<file path="config.mk">
export PLATFORM = sky130hd
export DESIGN_NAME = vr_softstart_seq
export DESIGN_NICKNAME = d
export VERILOG_FILES = /design/src/rtl/ss_pkg.sv /design/src/rtl/ss_datapath.sv /design/src/rtl/ss_ctrl.sv /design/src/rtl/vr_softstart_seq.sv
export SDC_FILE = /design/constraint.sdc
export NUM_CORES = 1
export LEC_CHECK = 0
export BUFFER_PORTS_ARGS = -buffer_cell sky130_fd_sc_hd__buf_4
export CORE_ASPECT_RATIO = 0.5
export CORE_MARGIN = 2
export CORE_UTILIZATION = 51
export DETAILED_ROUTE_END_ITERATION = 7
export GPL_TIMING_DRIVEN = 1
export PLACE_DENSITY = 0.78
export SLEW_MARGIN = 20
export SYNTH_ARGS = -nofsm -noshare
export SYNTH_HDL_FRONTEND = slang
export SYNTH_SLANG_ARGS = --single-unit
</file>
<file path="constraint.sdc">
create_clock -name clk -period 3.5 [get_ports clk]
set_clock_uncertainty 0.15 [all_clocks]
set_input_delay 0.7 -clock clk [delete_from_list [all_inputs] [get_ports clk]]
set_output_delay 0.7 -clock clk [all_outputs]
set_load 0.005 [all_outputs]
</file>
<file path="src/rtl/ss_pkg.sv">
package ss_pkg;

  typedef enum logic [2:0] {
    S_IDLE,
    S_DELAY,
    S_RAMP1,
    S_HOLD,
    S_RAMP2,
    S_POST,
    S_READY,
    S_OFF
  } seqState_t;

  typedef enum logic [1:0] {
    CNT_DELAY,
    CNT_HOLD,
    CNT_POST
  } cntSel_t;

  typedef struct packed {
    logic    clearDac;
    logic    stepUp;
    logic    stepDown;
    logic    loadCnt;
    cntSel_t cntSel;
  } ssStrobe_t;

endpackage

</file>
<file path="src/rtl/ss_datapath.sv">
module ss_datapath
  import ss_pkg::*;
#(
  parameter int CODE_W     = 8,
  parameter int DELAY1_CYC = 136000,
  parameter int HOLD_CYC   = 8500,
  parameter int READY_CYC  = 8500,
  parameter int PLAT_CODE  = 176
) (
  input  logic              clk,
  input  logic              rstN,
  input  ssStrobe_t         strobe,
  input  logic              vidValid,
  input  logic [CODE_W-1:0] vidCode,
  output logic [CODE_W-1:0] dacCode,
  output logic              cntZero,
  output logic              atPlateau,
  output logic              atTarget,
  output logic              belowTarget,
  output logic              offCode
);

  localparam int MAX_A  = (DELAY1_CYC > HOLD_CYC) ? DELAY1_CYC : HOLD_CYC;
  localparam int MAX_C  = (MAX_A > READY_CYC) ? MAX_A : READY_CYC;
  localparam int CNT_W  = $clog2(MAX_C + 1);
  localparam logic [CNT_W-1:0]  DELAY_LOAD = CNT_W'(DELAY1_CYC - 1);
  localparam logic [CNT_W-1:0]  HOLD_LOAD  = CNT_W'(HOLD_CYC - 1);
  localparam logic [CNT_W-1:0]  POST_LOAD  = CNT_W'(READY_CYC - 1);
  localparam logic [CODE_W-1:0] PLAT       = CODE_W'(PLAT_CODE);

  logic [CNT_W-1:0]  dlyCnt;
  logic [CNT_W-1:0]  loadVal;
  logic [CODE_W-1:0] rampLimit;

  // The first ramp ends at the plateau, or lower if a valid target sits below it.
  always_comb begin
    rampLimit = PLAT;
    if (vidValid && (vidCode < PLAT)) rampLimit = vidCode;
  end

  assign atPlateau   = (dacCode >= rampLimit);
  assign atTarget    = (dacCode == vidCode);
  assign belowTarget = (dacCode < vidCode);
  assign offCode     = vidValid && (vidCode == '0);
  assign cntZero     = (dlyCnt == '0);

  always_comb begin
    case (strobe.cntSel)
      CNT_DELAY: loadVal = DELAY_LOAD;
      CNT_HOLD:  loadVal = HOLD_LOAD;
      default:   loadVal = POST_LOAD;
    endcase
  end

  // Shared loadable down-counter for the three timed phases.
  always_ff @(posedge clk or negedge rstN) begin
    if (!rstN) begin
      dlyCnt <= '0;
    end else if (strobe.loadCnt) begin
      dlyCnt <= loadVal;
    end else if (dlyCnt != '0) begin
      dlyCnt <= dlyCnt - CNT_W'(1);
    end
  end

  // DAC code register: a clear always wins over a step.
  always_ff @(posedge clk or negedge rstN) begin
    if (!rstN) begin
      dacCode <= '0;
    end else if (strobe.clearDac) begin
      dacCode <= '0;
    end else if (strobe.stepUp) begin
      dacCode <= dacCode + CODE_W'(1);
    end else if (strobe.stepDown) begin
      dacCode <= dacCode - CODE_W'(1);
    end
  end

  // the code moves by at most one step per cycle unless it is cleared
  step_size_chk: assert property (@(posedge clk) disable iff (!rstN)
    !strobe.clearDac |=> (dacCode == $past(dacCode)) ||
                         (dacCode == $past(dacCode) + CODE_W'(1)) ||
                         (dacCode == $past(dacCode) - CODE_W'(1)));

endmodule

</file>
<file path="src/rtl/ss_ctrl.sv">
module ss_ctrl
  import ss_pkg::*;
#(
  parameter int CODE_W    = 8,
  parameter int PLAT_CODE = 176
) (
  input  logic              clk,
  input  logic              rstN,
  input  logic              enable,
  input  logic              vidValid,
  input  logic              stepTick,
  input  logic              faultClr,
  input  logic              psiReq,
  input  logic              cntZero,
  input  logic              atPlateau,
  input  logic              atTarget,
  input  logic              belowTarget,
  input  logic              offCode,
  input  logic [CODE_W-1:0] dacCode,
  output ssStrobe_t         strobe,
  output logic              ready,
  output logic              ssActive,
  output logic              forceCcm,
  output logic              lowPwrMode
);

  seqState_t state, nextState;
  logic      seqBusy;

  assign seqBusy = (state != S_IDLE) && (state != S_OFF);

  always_comb begin
    nextState = state;
    strobe    = '0;
    if (!enable) begin
      nextState       = S_IDLE;
      strobe.clearDac = 1'b1;
    end else if (state == S_IDLE) begin
      nextState       = S_DELAY;
      strobe.clearDac = 1'b1;
      strobe.loadCnt  = 1'b1;
      strobe.cntSel   = CNT_DELAY;
    end else if (state == S_OFF) begin
      strobe.clearDac = 1'b1;
      if (faultClr) nextState = S_IDLE;
    end else if (offCode) begin
      nextState       = S_OFF;
      strobe.clearDac = 1'b1;
    end else begin
      case (state)
        S_DELAY: begin
          if (cntZero) nextState = S_RAMP1;
        end
        S_RAMP1: begin
          if (atPlateau) begin
            nextState      = S_HOLD;
            strobe.loadCnt = 1'b1;
            strobe.cntSel  = CNT_HOLD;
          end else if (stepTick) begin
            strobe.stepUp = 1'b1;
          end
        end
        S_HOLD: begin
          if (cntZero && vidValid) nextState = S_RAMP2;
        end
        S_RAMP2: begin
          if (atTarget) begin
            nextState      = S_POST;
            strobe.loadCnt = 1'b1;
            strobe.cntSel  = CNT_POST;
          end else if (stepTick) begin
            strobe.stepUp   = belowTarget;
            strobe.stepDown = !belowTarget;
          end
        end
        S_POST: begin
          if (cntZero) nextState = S_READY;
        end
        default: nextState = state;
      endcase
    end
  end

  always_ff @(posedge clk or negedge rstN) begin
    if (!rstN) state <= S_IDLE;
    else       state <= nextState;
  end

  assign ready      = (state == S_READY);
  assign ssActive   = seqBusy && (state != S_READY);
  assign forceCcm   = !ready;
  assign lowPwrMode = ready && psiReq;


  enable_loss_chk: assert property (@(posedge clk) disable iff (!rstN)
    !enable |=> (dacCode == '0) && !ready);


  off_code_chk: assert property (@(posedge clk) disable iff (!rstN)
    (enable && seqBusy && offCode) |=> (dacCode == '0) && !ready && !ssActive);


  step_on_tick_chk: assert property (@(posedge clk) disable iff (!rstN)
    ((dacCode != $past(dacCode)) && (dacCode != '0)) |-> $past(stepTick));


  plateau_cap_chk: assert property (@(posedge clk) disable iff (!rstN)
    (state == S_RAMP1) |-> (dacCode <= CODE_W'(PLAT_CODE)));

endmodule

</file>
<file path="src/rtl/vr_softstart_seq.sv">
module vr_softstart_seq
  import ss_pkg::*;
#(
  parameter int CODE_W     = 8,
  parameter int DELAY1_CYC = 136000,
  parameter int HOLD_CYC   = 8500,
  parameter int READY_CYC  = 8500,
  parameter int PLAT_CODE  = 176
) (
  input  logic              clk,
  input  logic              rstN,
  input  logic              enable,
  input  logic              vidValid,
  input  logic [CODE_W-1:0] vidCode,
  input  logic              stepTick,
  input  logic              faultClr,
  input  logic              psiReq,
  output logic [CODE_W-1:0] dacCode,
  output logic              ready,
  output logic              ssActive,
  output logic              forceCcm,
  output logic              lowPwrMode
);

  ssStrobe_t strobe;
  logic      cntZero;
  logic      atPlateau;
  logic      atTarget;
  logic      belowTarget;
  logic      offCode;

  ss_datapath #(
    .CODE_W    (CODE_W),
    .DELAY1_CYC(DELAY1_CYC),
    .HOLD_CYC  (HOLD_CYC),
    .READY_CYC (READY_CYC),
    .PLAT_CODE (PLAT_CODE)
  ) u_dp (
    .clk        (clk),
    .rstN       (rstN),
    .strobe     (strobe),
    .vidValid   (vidValid),
    .vidCode    (vidCode),
    .dacCode    (dacCode),
    .cntZero    (cntZero),
    .atPlateau  (atPlateau),
    .atTarget   (atTarget),
    .belowTarget(belowTarget),
    .offCode    (offCode)
  );

  ss_ctrl #(
    .CODE_W   (CODE_W),
    .PLAT_CODE(PLAT_CODE)
  ) u_ctrl (
    .clk        (clk),
    .rstN       (rstN),
    .enable     (enable),
    .vidValid   (vidValid),
    .stepTick   (stepTick),
    .faultClr   (faultClr),
    .psiReq     (psiReq),
    .cntZero    (cntZero),
    .atPlateau  (atPlateau),
    .atTarget   (atTarget),
    .belowTarget(belowTarget),
    .offCode    (offCode),
    .dacCode    (dacCode),
    .strobe     (strobe),
    .ready      (ready),
    .ssActive   (ssActive),
    .forceCcm   (forceCcm),
    .lowPwrMode (lowPwrMode)
  );

endmodule

</file>
==> run metrics <==
wire per inst 16.47 um; Req. time, crit path 3510 ps; Final Routed Wirelength 6.801 mm; syn_area_per_cell 8.279 um^2; Fillers 317; fmax 258.1 MHz; Final Cell Area 3209 um^2; Async S/R FF share, synth 100.0%; TritonCTS Sinks 29; worst vdd ir 0.1618 mV; Syn-to-layout area delta 35.07%; die width 100.5 um; CTS max path bufs 2; worst endpoint data arrival time 3880 ps; pwr dens 267.5 nW/um^2; fin crit period 3874 ps; met3 WL 398 um; WL met2 3.195 mm; Ports 27; final worst slack -374.3 ps; CP endpoint kind flip-flop; cts hold-fix bufs 0; effective utilization at floorplan 53.45%; Die H 52.27 um; Worst setup SP type input port; Post-Place Setup Slack -708.2 ps; Mapped Nets 326; global-route wire length before repair 10.98 mm; Yosys cell types 50; post-route setup TNS -901.7 ps; die area 5254 um^2; vias in the first global route 2,287; RD Place Congestion 0.9112; status finished with violations; proportion of layout cells with a drive suffix above 1 30.34%; Hold Path Class in2async; CTS tree done; slew margin rel. 51.40%; Cell Area, Placed 2980 um^2; #FFs+latches synth 29; area taken by multi-input logic gates 1710 um^2; PortBufs 26; initial antenna violation count 0; R2R depth 14; All-Layer GR Usage 27.44%; top sig layer met4; crit path kind in2reg; Storage cell area 725.7 um^2; P_leak 1.441 nW; Crit Path Max Fanout 6; failing checks negative setup slack; drt initial violations 193; antenna cells 0; core area 4446 um^2; Yosys warning count 0; # nets final 394; htree depth 2; Max-cap violations 0; Slew Viols, Final 0; top_reg_cell synth dfrtp_1; root buf cell clkbuf_8; DRC 0; via count 2,472; Synth Cell Area 2376 um^2; row count 17; Final Cycle Share 110.7%; worst-skew pair later-pin latency 280 ps; CTS Buf Count 5; post-route ant nets 0; Final Hold Viols 0; First-pass DRT Iterations 4; Placed Cells 401; Vias/cell 5.985; # setup viols final 4; sequential area share after synthesis 30.54%; RSZ-0062 raised after global routing true; M1 WL 2.967 mm; Layout Utilization 72.19%; grt total ovfl 0; largest net degree at the start of global routing 30; DP HPWL 4.827 mm; Least-Margin Pin Slew 723.4 ps; number of flops mapped to enable cells by yosys 0; clock-pin slew on the worst setup and hold paths 70 ps; Mapped Cells 287; Non-Filler Instances 413
-- cells in the mapped netlist, types with 4 or more instances --
master	count	share of area, %
and2_1	7	1.8
a21oi_1	21	4.4
nand4_1	6	1.6
xnor2_1	10	3.7
nor2b_1	5	1.3
ha_1	23	12
nor3_1	12	2.5
dfrtp_1	29	31
clkbuf_1	5	0.79
xor2_1	8	2.9
a211oi_1	5	1.6
nor4_1	4	1.1
nand3_1	15	3.2
nor2_1	31	4.9
nand2_1	24	3.8
inv_1	16	2.5
o21ai_0	15	3.2
nand4b_1	4	1.5
-- worst paths after layout --
check / from / endpoint / slack, ps
hold reg to reg: u_dp.dlyCnt[16]$_DFFE_PN0P_ / u_dp.dlyCnt[16]$_DFFE_PN0P_ / 400
max in group asynchronous: rstN / u_dp.dlyCnt[3]$_DFFE_PN0P_ / 2720
setup reg to reg: u_dp.dacCode[5]$_DFFE_PN0P_ / u_dp.dacCode[7]$_DFFE_PN0P_ / -70
setup / recovery: vidCode[5] / u_dp.dacCode[7]$_DFFE_PN0P_ / -370
hold / removal: rstN / u_ctrl.state[2]$_DFFE_PN0P_ / 190
min in group clk: u_dp.dlyCnt[16]$_DFFE_PN0P_ / u_dp.dlyCnt[16]$_DFFE_PN0P_ / 400
-- cells by family after synthesis --
group	share of synthesized area, %
multiplexers	0.4213
flip-flops	30.54
buffers and inverters	4.318
AND/OR/NAND/NOR	28.01
AO/OA/AOI/OAI	17.11
XOR/XNOR	6.635
adder cells (fa/ha/maj)	12.95
-- flip-flops by register name, summed over array words and instances (netlist names) --
name,flops
u_dp.dlyCnt,18
u_dp.dacCode,8
u_ctrl.state,3
-- cells in the final DEF (no fill, tap or decap), types with 10 or more instances in the layout --
master and instances:
inv_1 15, ha_1 18, nor3_1 12, nor2_1 30
a21oi_1 17, buf_4 64, o21ai_0 12, nand3_1 14
xnor2_1 10, dfrtp_1 29, nand2_1 24
-- final cells by class --
class	instances	area share, %
Clock inverter	1	0.1559
Timing Repair Buffer	69	16.84
Inverter	16	1.871
Tap cell	57	2.222
Clock buffer	7	3.002
Sequential cell	29	22.61
Multi-Input combinational cell	234	53.29
-- critical path, cell delays in order --
cell       delay, ps
buf_8            100
a21oi_4          170
o21a_4           180
and2_4           160
ha_4             190
a211oi_2         200
o211ai_1         150
a211oi_2         260
a21o_1           180
nand3_4          170
ha_4             270
a21oi_4          140
o211ai_1         140
o41ai_2          390
a2111oi_1        110
a221oi_1         250
nand3_1          130
-- power by group --
part           leakage (nW)  total [W]  switching [W]  internal (W)
logic                  1.02   0.000154      0.0000809     0.0000729
clock network        0.0542   0.000317       0.000139      0.000178
registers             0.367   0.000388      0.0000286      0.000360
-- stage by stage --
stage          hold WS (ps)  power [W]
4_1_cts               200.0  0.0008568
3_3_place_gp          369.9  0.0005275
2_1_floorplan         254.4  0.0004786
5_1_grt               208.4  0.0009016
6_report              191.1  0.0008586
3_5_place_dp          379.7  0.0005382
-- layer usage --
metal  vias up  track usage [%]
met3        29            6.800
met1      1177            33.17
met4         0            11.42
li1       1180                -
met2        86            47.65
met5         -                0
-- repair_timing --
action                                  in CTS  in global routing
pin swaps                                    7                  5
setup buffers                                1                  3
endpoints found under the setup margin       4                  5
gates resized for setup                     14                  9
(Power assumes the default switching activity.)
